File: src/rtl/pt_xlate_pkg.sv
package pt_xlate_pkg;

  // entry field layout shared by the checker and the tables software builds
  localparam int unsigned EF_VALID  = 0;
  localparam int unsigned EF_RT_LSB = 1;
  localparam int unsigned EF_PPN_LSB = 3;

  typedef enum logic [1:0] {
    ACC_READ  = 2'd0,
    ACC_WRITE = 2'd1,
    ACC_FETCH = 2'd2,
    ACC_RSVD  = 2'd3
  } acc_e;

  typedef enum logic [1:0] {
    RT_RO   = 2'd0,
    RT_RW   = 2'd1,
    RT_EX   = 2'd2,
    RT_RSVD = 2'd3
  } rights_e;

  typedef enum logic [1:0] {
    FLT_NONE   = 2'd0,
    FLT_ABSENT = 2'd1,
    FLT_PROT   = 2'd2
  } fault_e;

  typedef enum logic [1:0] {
    ST_IDLE  = 2'd0,
    ST_ISSUE = 2'd1,
    ST_WAIT  = 2'd2,
    ST_RESP  = 2'd3
  } state_e;

endpackage

File: src/rtl/pt_base_reg.sv
module pt_base_reg #(
  parameter int unsigned TA_W = 8
) (
  input  logic            clk,
  input  logic            rst_n,
  input  logic            wr_en,
  input  logic [TA_W-1:0] wr_data,
  output logic [TA_W-1:0] base
);

  always_ff @(posedge clk) begin
    if (!rst_n) begin
      base <= '0;
    end else if (wr_en) begin
      base <= wr_data;
    end
  end

endmodule

File: src/rtl/pt_entry_addr.sv
module pt_entry_addr #(
  parameter int unsigned VPN_W = 5,
  parameter int unsigned TA_W  = 8
) (
  input  logic [TA_W-1:0]  base,
  input  logic [VPN_W-1:0] vpn,
  output logic [TA_W-1:0]  addr
);

  // index into the table; wraps within the table address space
  always_comb begin
    addr = base + TA_W'(vpn);
  end

endmodule

File: src/rtl/pt_perm_check.sv
module pt_perm_check
  import pt_xlate_pkg::*;
#(
  parameter int unsigned PPN_W = 3,
  localparam int unsigned ENT_W = EF_PPN_LSB + PPN_W
) (
  input  logic [ENT_W-1:0] entry,
  input  acc_e             acc,
  output fault_e           fault,
  output logic [PPN_W-1:0] ppn
);

  logic    present;
  rights_e rights;
  logic    allowed;

  always_comb begin
    present = entry[EF_VALID];
    rights  = rights_e'(entry[EF_RT_LSB +: 2]);
    ppn     = entry[EF_PPN_LSB +: PPN_W];
    unique case (acc)
      ACC_READ:  allowed = (rights == RT_RO) || (rights == RT_RW);
      ACC_WRITE: allowed = (rights == RT_RW);
      ACC_FETCH: allowed = (rights == RT_EX);
      default:   allowed = 1'b0;
    endcase
    if (!present) begin
      fault = FLT_ABSENT;
    end else if (!allowed) begin
      fault = FLT_PROT;
    end else begin
      fault = FLT_NONE;
    end
  end

endmodule

File: src/rtl/pt_xlate.sv
module pt_xlate
  import pt_xlate_pkg::*;
#(
  parameter int unsigned OFF_W = 10,
  parameter int unsigned VPN_W = 5,
  parameter int unsigned PPN_W = 3,
  parameter int unsigned TA_W  = 8,
  localparam int unsigned VA_W  = VPN_W + OFF_W,
  localparam int unsigned PA_W  = PPN_W + OFF_W,
  localparam int unsigned ENT_W = EF_PPN_LSB + PPN_W
) (
  input  logic             clk,
  input  logic             rst_n,
  input  logic             base_we,
  input  logic [TA_W-1:0]  base_wdata,
  input  logic             req_valid,
  output logic             req_ready,
  input  logic [VA_W-1:0]  req_vaddr,
  input  logic [1:0]       req_acc,
  output logic             rsp_valid,
  input  logic             rsp_ready,
  output logic [PA_W-1:0]  rsp_paddr,
  output logic [1:0]       rsp_fault,
  output logic             mem_rd_valid,
  input  logic             mem_rd_ready,
  output logic [TA_W-1:0]  mem_rd_addr,
  input  logic             mem_rsp_valid,
  input  logic [ENT_W-1:0] mem_rsp_data
);

  state_e           state_q;
  logic [TA_W-1:0]  base;
  logic [TA_W-1:0]  eaddr;
  logic [TA_W-1:0]  eaddr_q;
  logic [OFF_W-1:0] off_q;
  acc_e             acc_q;
  fault_e           chk_fault;
  logic [PPN_W-1:0] chk_ppn;
  logic [PA_W-1:0]  paddr_q;
  fault_e           fault_q;

  pt_base_reg #(.TA_W(TA_W)) u_base (
    .clk     (clk),
    .rst_n   (rst_n),
    .wr_en   (base_we),
    .wr_data (base_wdata),
    .base    (base)
  );

  pt_entry_addr #(.VPN_W(VPN_W), .TA_W(TA_W)) u_eaddr (
    .base (base),
    .vpn  (req_vaddr[VA_W-1:OFF_W]),
    .addr (eaddr)
  );

  pt_perm_check #(.PPN_W(PPN_W)) u_perm (
    .entry (mem_rsp_data),
    .acc   (acc_q),
    .fault (chk_fault),
    .ppn   (chk_ppn)
  );

  always_ff @(posedge clk) begin
    if (!rst_n) begin
      state_q <= ST_IDLE;
      eaddr_q <= '0;
      off_q   <= '0;
      acc_q   <= ACC_READ;
      paddr_q <= '0;
      fault_q <= FLT_NONE;
    end else begin
      unique case (state_q)
        ST_IDLE: begin
          if (req_valid) begin
            eaddr_q <= eaddr;
            off_q   <= req_vaddr[OFF_W-1:0];
            acc_q   <= acc_e'(req_acc);
            state_q <= ST_ISSUE;
          end
        end
        ST_ISSUE: begin
          if (mem_rd_ready) begin
            state_q <= ST_WAIT;
          end
        end
        ST_WAIT: begin
          if (mem_rsp_valid) begin
            fault_q <= chk_fault;
            paddr_q <= (chk_fault == FLT_NONE) ? {chk_ppn, off_q} : '0;
            state_q <= ST_RESP;
          end
        end
        ST_RESP: begin
          if (rsp_ready) begin
            state_q <= ST_IDLE;
          end
        end
        default: state_q <= ST_IDLE;
      endcase
    end
  end

  always_comb begin
    req_ready    = (state_q == ST_IDLE);
    mem_rd_valid = (state_q == ST_ISSUE);
    mem_rd_addr  = eaddr_q;
    rsp_valid    = (state_q == ST_RESP);
    rsp_paddr    = paddr_q;
    rsp_fault    = fault_q;
  end

endmodule

File: config.mk
export PLATFORM = sky130hd
export DESIGN_NAME = pt_xlate
export DESIGN_NICKNAME = d
export VERILOG_FILES = /design/src/rtl/pt_xlate_pkg.sv /design/src/rtl/pt_base_reg.sv /design/src/rtl/pt_entry_addr.sv /design/src/rtl/pt_perm_check.sv /design/src/rtl/pt_xlate.sv
export SDC_FILE = /design/constraint.sdc
export NUM_CORES = 1
export LEC_CHECK = 0
export ABC_AREA = 1
export BUFFER_PORTS_ARGS = -buffer_cell sky130_fd_sc_hd__buf_2
export CAP_MARGIN = 20
export CORE_MARGIN = 8
export CORE_UTILIZATION = 45
export DETAILED_ROUTE_END_ITERATION = 16
export PLACE_DENSITY_LB_ADDON = 0.15
export SYNTH_ARGS = -nofsm -noshare
export SYNTH_HDL_FRONTEND = slang
export SYNTH_SLANG_ARGS = --single-unit
File: constraint.sdc
create_clock -name clk -period 1.7 [get_ports clk]
set_clock_uncertainty 0.2 [all_clocks]
set_input_delay 0.255 -clock clk [delete_from_list [all_inputs] [get_ports clk]]
set_output_delay 0.255 -clock clk [all_outputs]
set_load 0.02 [all_outputs]
==> impl_metrics.yaml, run 1 <==
synth:
  yosysWarnings: 0
  mappedNetlistArea_mm2: 0.002022
  synth_most_common_cell: "nor2_1"
  yosys-top-cells-area: "dfxtp_1, nor2_1, nand2_1, o21ai_0, ha_1"
  synth_seq_area_share: 0.4455
  synth-async-reset-ratio: 0
  synth_ff_type: "dfxtp_1"
  netlist.area_leader.share: 0.4455
  syn-num-nets: 315
  ys_top_cells_by_count: "nor2_1, dfxtp_1, nand2_1, o21ai_0, inv_1"
  synth_top_area_cell: "dfxtp_1"
  ys_ff_latch: 45
  synthDistinctLibCells: 24
  postSynthCellCount: 267
  synth_edf_count: 0
  avgSynthCellArea_um2: 7.573
worst_hold_path:
  hp-start: "req_vaddr[8]"
  hold_class: "input port to register"
cells_and_area:
  fill_cells: 424
  drive_gt1_frac: 0.3466
  final_area_mm2: 0.002738
  finalNetCount: 399
  num_antenna_cells: 0
  syn_to_final_growth_pct: 35.40
  layout.cells.non_filler: 404
  fin_util: 0.6287
routing:
  drc_errors: 0
  wire_per_inst_um: 11.79
  antenna_left: 0
  drt-initial-drc-count: 85
  vias_per_cell: 4.661
  vias: 1883
  first_pass_iters: 4
  wl_um: 4762
run_status:
  violations: "negative setup slack"
  status: "complete, but fails checks"
clock_network:
  cts_max_path_buffers: 2
  cts_tree: "done"
  cts-buffers-inserted: 5
  cts_max_level: 2
  clock-sinks: 45
  clock_latency_ns: 0.29
  clkSlewWorstSetupHoldPaths_ns: 0.08
  cts_root_buf: "clkbuf_8"
floorplan:
  ios: 64
  core_area_mm2: 0.004354
  rows: 24
  die_area_mm2: 0.006894
  die_h_um: 83.03
  initial_core_util: 0.4644
  fp.dieW_um: 83.03
global_routing:
  antenna_found_initial: 0
  grtUsageTotal: 0.1404
  first_global_vias: 1819
  grt_pass1_wl_um: 8190
  grt-ovfl-total: 0
  grt_max_degree: 30
setup_path:
  crit_arrival_ns: 1.76
  startpoint: "u_base.base[0]"
  cp-end-kind: "register"
  cp.required_ns: 1.74
  r2r-start: "u_base.base[0]"
  path_max_fanout: 2
  setup.worst_path.start_class: "register"
  criticalPathCategory: "register to register"
sta:
  fmax_mhz: 582.9
  setup_viol_count_final: 1
  period_minus_slack_ns: 1.715
  tightest_slew_ns: 0.2815
  layout_setup_ws_ns: -0.01542
  min_period_over_period: 1.009
  hold_viol: 0
  slew_viol_final: 0
  rsz0062_at_grt: "true"
  max_slew_margin: 0.8121
pwr:
  power_leakage_nw: 1.300
  p_per_area_mw_per_mm2: 1157
  peakVddDrop_mv: 0.5771
  total_power_mw: 3.167
placed_design:
  port_buffers: 63
  gp_congestion: 0.7453
  dp.cells: 382
  place_area_mm2: 0.002449
  pre_cts_slack_ns: -0.07825
  place_hpwl_um: 3438
job:
  cap_viol_max_count: 0
sequential cells by signal (all words and copies together) (netlist names):
| name | count |
|---|---|
| state_q | 2 |
| rsp_paddr | 13 |
| rsp_fault | 2 |
| mem_rd_addr | 8 |
| acc_q | 2 |
| off_q | 10 |
| u_base.base | 8 |
path summary, 6_finish.rpt:
path	depth (start not counted)	end	slack (ns)
max	11	mem_rd_addr[4]	-0.02
min	3	off_q[8]	0.003
max reg2reg	11	mem_rd_addr[4]	-0.02
min reg2reg	2	rsp_paddr[1]	0.26
timing repair:
item,4_1_cts,5_1_grt
endpoints found under the setup margin,2,5
gates resized for setup,7,7
hold endpoints to repair,12,0
buffers inserted,0,2
pin swaps,2,4
hold buffers,12,0
per-layer routing:
layer	up-vias	routed length, um	part of all wire	track usage
li1	1014	-	-	-
met1	823	2048	0.43	0.1500
met2	40	2342	0.49	0.2419
met3	6	315	0.066	0.06152
met4	0	56	0.012	0.04313
met5	-	0	0	0
final cells by class:
cell class              instances  area (um^2)  share of cell area
clock buffers                   6        72.57             0.02651
clock inverters                 2        38.79             0.01417
inverters                      25        93.84             0.03428
multi-input cells             188         1021              0.3729
flip-flops and latches         45        903.4              0.3300
well taps                      52        65.06             0.02377
repair buffers                 86        543.0              0.1984
placed cells by master (no fill, tap or decap):
cell,synthesis,routed
clkbuf_1,3,1
inv_2,1,3
ha_4,0,1
nand2_2,12,15
buf_12,0,2
o21ai_1,1,1
xor2_1,1,1
a21oi_1,11,11
dfxtp_1,45,43
bufinv_16,0,1
nand4_1,1,1
fa_2,0,1
ha_1,9,6
nor2_1,51,51
dfxtp_2,0,2
o21ai_0,28,28
dlygate4sd3_1,0,12
clkinv_1,2,2
nand3_1,11,8
clkinv_4,0,1
nor3_1,1,1
or2_2,3,2
clkbuf_8,0,5
a21oi_2,10,10
or2_4,0,1
ha_2,0,2
o211ai_1,1,1
buf_4,0,9
buf_2,5,63
inv_1,22,20
nand3b_1,1,1
nand3_2,0,3
nand2_1,45,42
nor2_4,1,1
critical path: stages, from the launching register on:
cell,delay [ns]
dfxtp_2,0.35
ha_4,0.13
inv_2,0.03
fa_2,0.34
inv_2,0.07
nand2_2,0.04
nand2_2,0.07
nand2_2,0.06
or2_4,0.23
nand3_2,0.06
nand2_1,0.05
inv_1,0.04
logic make-up (layout without fill, tap and decap cells):
group           after synthesis  after routing  synth area share
simple gates                126            126            0.2667
flops                        45             45            0.4455
fa+ha+maj                    10             10           0.06560
xor+xnor                      1              1          0.004332
buf+inv                      34            119           0.07178
compound gates               51             51            0.1460
through the flow:
stage | setup TNS (ns) | hold slack, ns
after floorplan | 0 | 0.1899
after global placement | -0.06045 | 0.2482
after detailed placement | -0.08988 | 0.2501
after CTS | -0.09615 | 0.001427
after global routing | -0.1305 | 0.006327
final | -0.01542 | 0.003111
power breakdown:
group	switching (mW)	internal, mW
clock	0.354	0.441
combinational	0.620	0.420
sequential	0.100	1.23
Note: power is estimated with default switching activity, not from simulation.
==> inputs of run 2 (changes only) <==
--- a/config.mk
+++ b/config.mk
@@ -5,7 +5,6 @@
 export SDC_FILE = /design/constraint.sdc
 export NUM_CORES = 1
 export LEC_CHECK = 0
-export ABC_AREA = 1
 export BUFFER_PORTS_ARGS = -buffer_cell sky130_fd_sc_hd__buf_2
 export CAP_MARGIN = 20
 export CORE_MARGIN = 8
==> run 2 against run 1 <==
The run still ends with negative setup slack left. Combinational power is 13% higher. Critical path type unchanged. Flip-flop and latch count stayed put. Via count is 7.6% lower. Wire length is 1.0% lower. Final cell count is 15% lower. Count of clock-buffer cells in the layout stayed put. Setup slack worse by 0.14 ns. Sequential power hardly changed. Synthesized area is 0.99% lower.
==> impl_metrics.yaml, run 2 <==
job:
  cap_viol_max_count: 0
pwr:
  peakVddDrop_mv: 0.5521
  power_leakage_nw: 1.275
  total_power_mw: 3.126
  p_per_area_mw_per_mm2: 1130
worst_hold_path:
  whs_path_depth: 3
  hold_class: "input port to register"
  hp-start: "base_wdata[0]"
  holdPathEnd: "u_base.base[0]"
sta:
  rsz0062_at_grt: "true"
  hold_viol: 0
  setup_viol_count_final: 2
  min_period_over_period: 1.089
  setup_tns_ns: -0.2939
  slew_viol_final: 0
  fmax_mhz: 540.3
  period_minus_slack_ns: 1.851
  max_slew_margin: 0.7603
  tightest_slew_ns: 0.3596
  layout_setup_ws_ns: -0.1508
clock_network:
  cts_tree: "done"
  clock_latency_ns: 0.29
  cts_max_path_buffers: 2
  clkSlewWorstSetupHoldPaths_ns: 0.08
  cts-buffers-inserted: 5
  clock-sinks: 45
  cts_max_level: 2
  cts_root_buf: "clkbuf_8"
cells_and_area:
  num_antenna_cells: 0
  final_cell_mix: "buf_2, dfxtp_1, nand2_1"
  final_common_cell: "buf_2"
  fill_cells: 388
  largest_reg_flops: 13
  finalNetCount: 339
  drive_gt1_frac: 0.3836
  syn_to_final_growth_pct: 38.19
placed_design:
  gp_congestion: 0.7635
  port_buffers: 63
  pre_cts_slack_ns: -0.2745
  place_hpwl_um: 3563
synth:
  mappedNetlistArea_mm2: 0.002002
  synthDistinctLibCells: 41
  ys_top_cells_by_count: "dfxtp_1, nand2_1, a21boi_0, a22o_1, nor2_1"
  synth_ff_type: "dfxtp_1"
  avgSynthCellArea_um2: 9.718
  yosysWarnings: 0
  synth-async-reset-ratio: 0
  synth_top_area_cell: "dfxtp_1"
  synth_seq_area_share: 0.4500
  ys_ff_latch: 45
  netlist.area_leader.share: 0.4500
  synth_most_common_cell: "dfxtp_1"
  postSynthCellCount: 206
  yosys-top-cells-area: "dfxtp_1, nand2_1, a22o_1, ha_1, a21boi_0"
  syn-num-nets: 254
  synth_edf_count: 0
setup_path:
  path_max_fanout: 3
  rr_endpoint: "mem_rd_addr[6]"
  cp-end-kind: "register"
  r2r-start: "u_base.base[0]"
  r2r_cells: 7
  setup.worst_path.start_class: "register"
  criticalPathCategory: "register to register"
  reg2reg_setup_slack_ns: -0.15
  crit_arrival_ns: 1.86
  cp.required_ns: 1.71
floorplan:
  die_area_mm2: 0.006839
  rows: 24
  ios: 64
  die_h_um: 82.70
  initial_core_util: 0.4630
  fp.dieW_um: 82.70
  core_area_mm2: 0.004324
routing:
  wl_um: 4713
  drc_errors: 0
  antenna_left: 0
  drt-initial-drc-count: 80
  wire_per_inst_um: 13.70
  vias: 1739
  first_pass_iters: 4
  vias_per_cell: 5.055
run_status:
  status: "complete, but fails checks"
  violations: "negative setup slack"
global_routing:
  grt_max_degree: 20
  first_global_vias: 1762
  grt-ovfl-total: 0
  antenna_found_initial: 0
  grtUsageTotal: 0.1440
  grt_pass1_wl_um: 7810
-- run 2: cell count changes after synthesis, sizes merged, moves of 4 or more --
| cell | previous run | this run |
|---|---|---|
| nor2 | 52 | 13 |
| o21ai | 29 | 3 |
| inv | 23 | 6 |
| nand2 | 57 | 32 |
| nor2b | 0 | 10 |
| nand3 | 11 | 2 |
| a22o | 0 | 13 |
| a21oi | 21 | 3 |
| mux2i | 0 | 9 |
| a21boi | 0 | 13 |
| a211oi | 0 | 4 |
-- run 2: area by class of cell --
class                           count  area [um^2]  area share
Clock buffer                        6        72.57     0.02623
Clock inverter                      2        10.01    0.003618
Inverter                            7        28.78     0.01040
Multi-Input combinational cell    144         1126      0.4071
Sequential cell                    45        910.9      0.3293
Tap cell                           52        65.06     0.02352
Timing Repair Buffer               88        553.0      0.1999
-- run 2: how the worst max path moves through the flow --
stage | startpoint | end | slack, ns | cells after the start
after floorplan | u_base.base[0] | mem_rd_addr[6] | -0.11 | 7
after global placement | req_vaddr[10] | mem_rd_addr[6] | -0.20 | 8
after detailed placement | req_vaddr[10] | mem_rd_addr[6] | -0.27 | 8
after CTS | u_base.base[0] | mem_rd_addr[4] | -0.17 | 7
after global routing | u_base.base[0] | mem_rd_addr[6] | -0.21 | 7
final | u_base.base[0] | mem_rd_addr[6] | -0.15 | 7
-- run 2: kinds of logic after synthesis --
kind of cell | Yosys count | synth area share
AND/OR/NAND/NOR | 73 | 0.1781
AO/OA/AOI/OAI | 52 | 0.2175
flip-flops | 45 | 0.4500
buffers and inverters | 17 | 0.04312
adder cells (fa/ha/maj) | 10 | 0.06625
multiplexers | 9 | 0.04500
-- run 2: routing by layer --
layer | part of all wire | vias to the layer above | track usage
met4 | 0.0040 | 0 | 0.04138
li1 | - | 899 | -
met1 | 0.43 | 795 | 0.1586
met3 | 0.075 | 2 | 0.04978
met2 | 0.49 | 43 | 0.2549
met5 | 0 | - | 0
-- run 2: repair_timing --
item,in CTS,in global routing
gates cloned,0,0
setup endpoints to repair,19,29
hold buffers,12,0
endpoints found under the hold margin,12,0
pin swaps,6,7
buffers inserted,0,1
resized for setup,3,21
-- run 2: where the power goes --
| group | switching [mW] | internal [mW] | total [mW] |
|---|---|---|---|
| clock network | 0.345 | 0.285 | 0.630 |
| logic | 0.633 | 0.547 | 1.18 |
| registers | 0.101 | 1.22 | 1.32 |
| total | 1.08 | 2.05 | 3.13 |
-- run 2: metrics by stage --
stage                       util  hold WS, ns  std cells  area (um^2)
after detailed placement  0.5686       0.2541        323         2459
after global routing      0.6398     0.007357        344         2766
after CTS                 0.6178    0.0001139        343         2671
after floorplan                -       0.1805        206         2036
after global placement    0.5686       0.2478        323         2459
final                     0.6398     0.001753        344         2766
-- run 2: critical path: stages (launching register included) --
cell,delay [ns]
dfxtp_2,0.36
ha_4,0.13
inv_2,0.03
fa_2,0.36
nor2b_4,0.15
o2111ai_2,0.12
a31o_2,0.23
a311oi_2,0.18
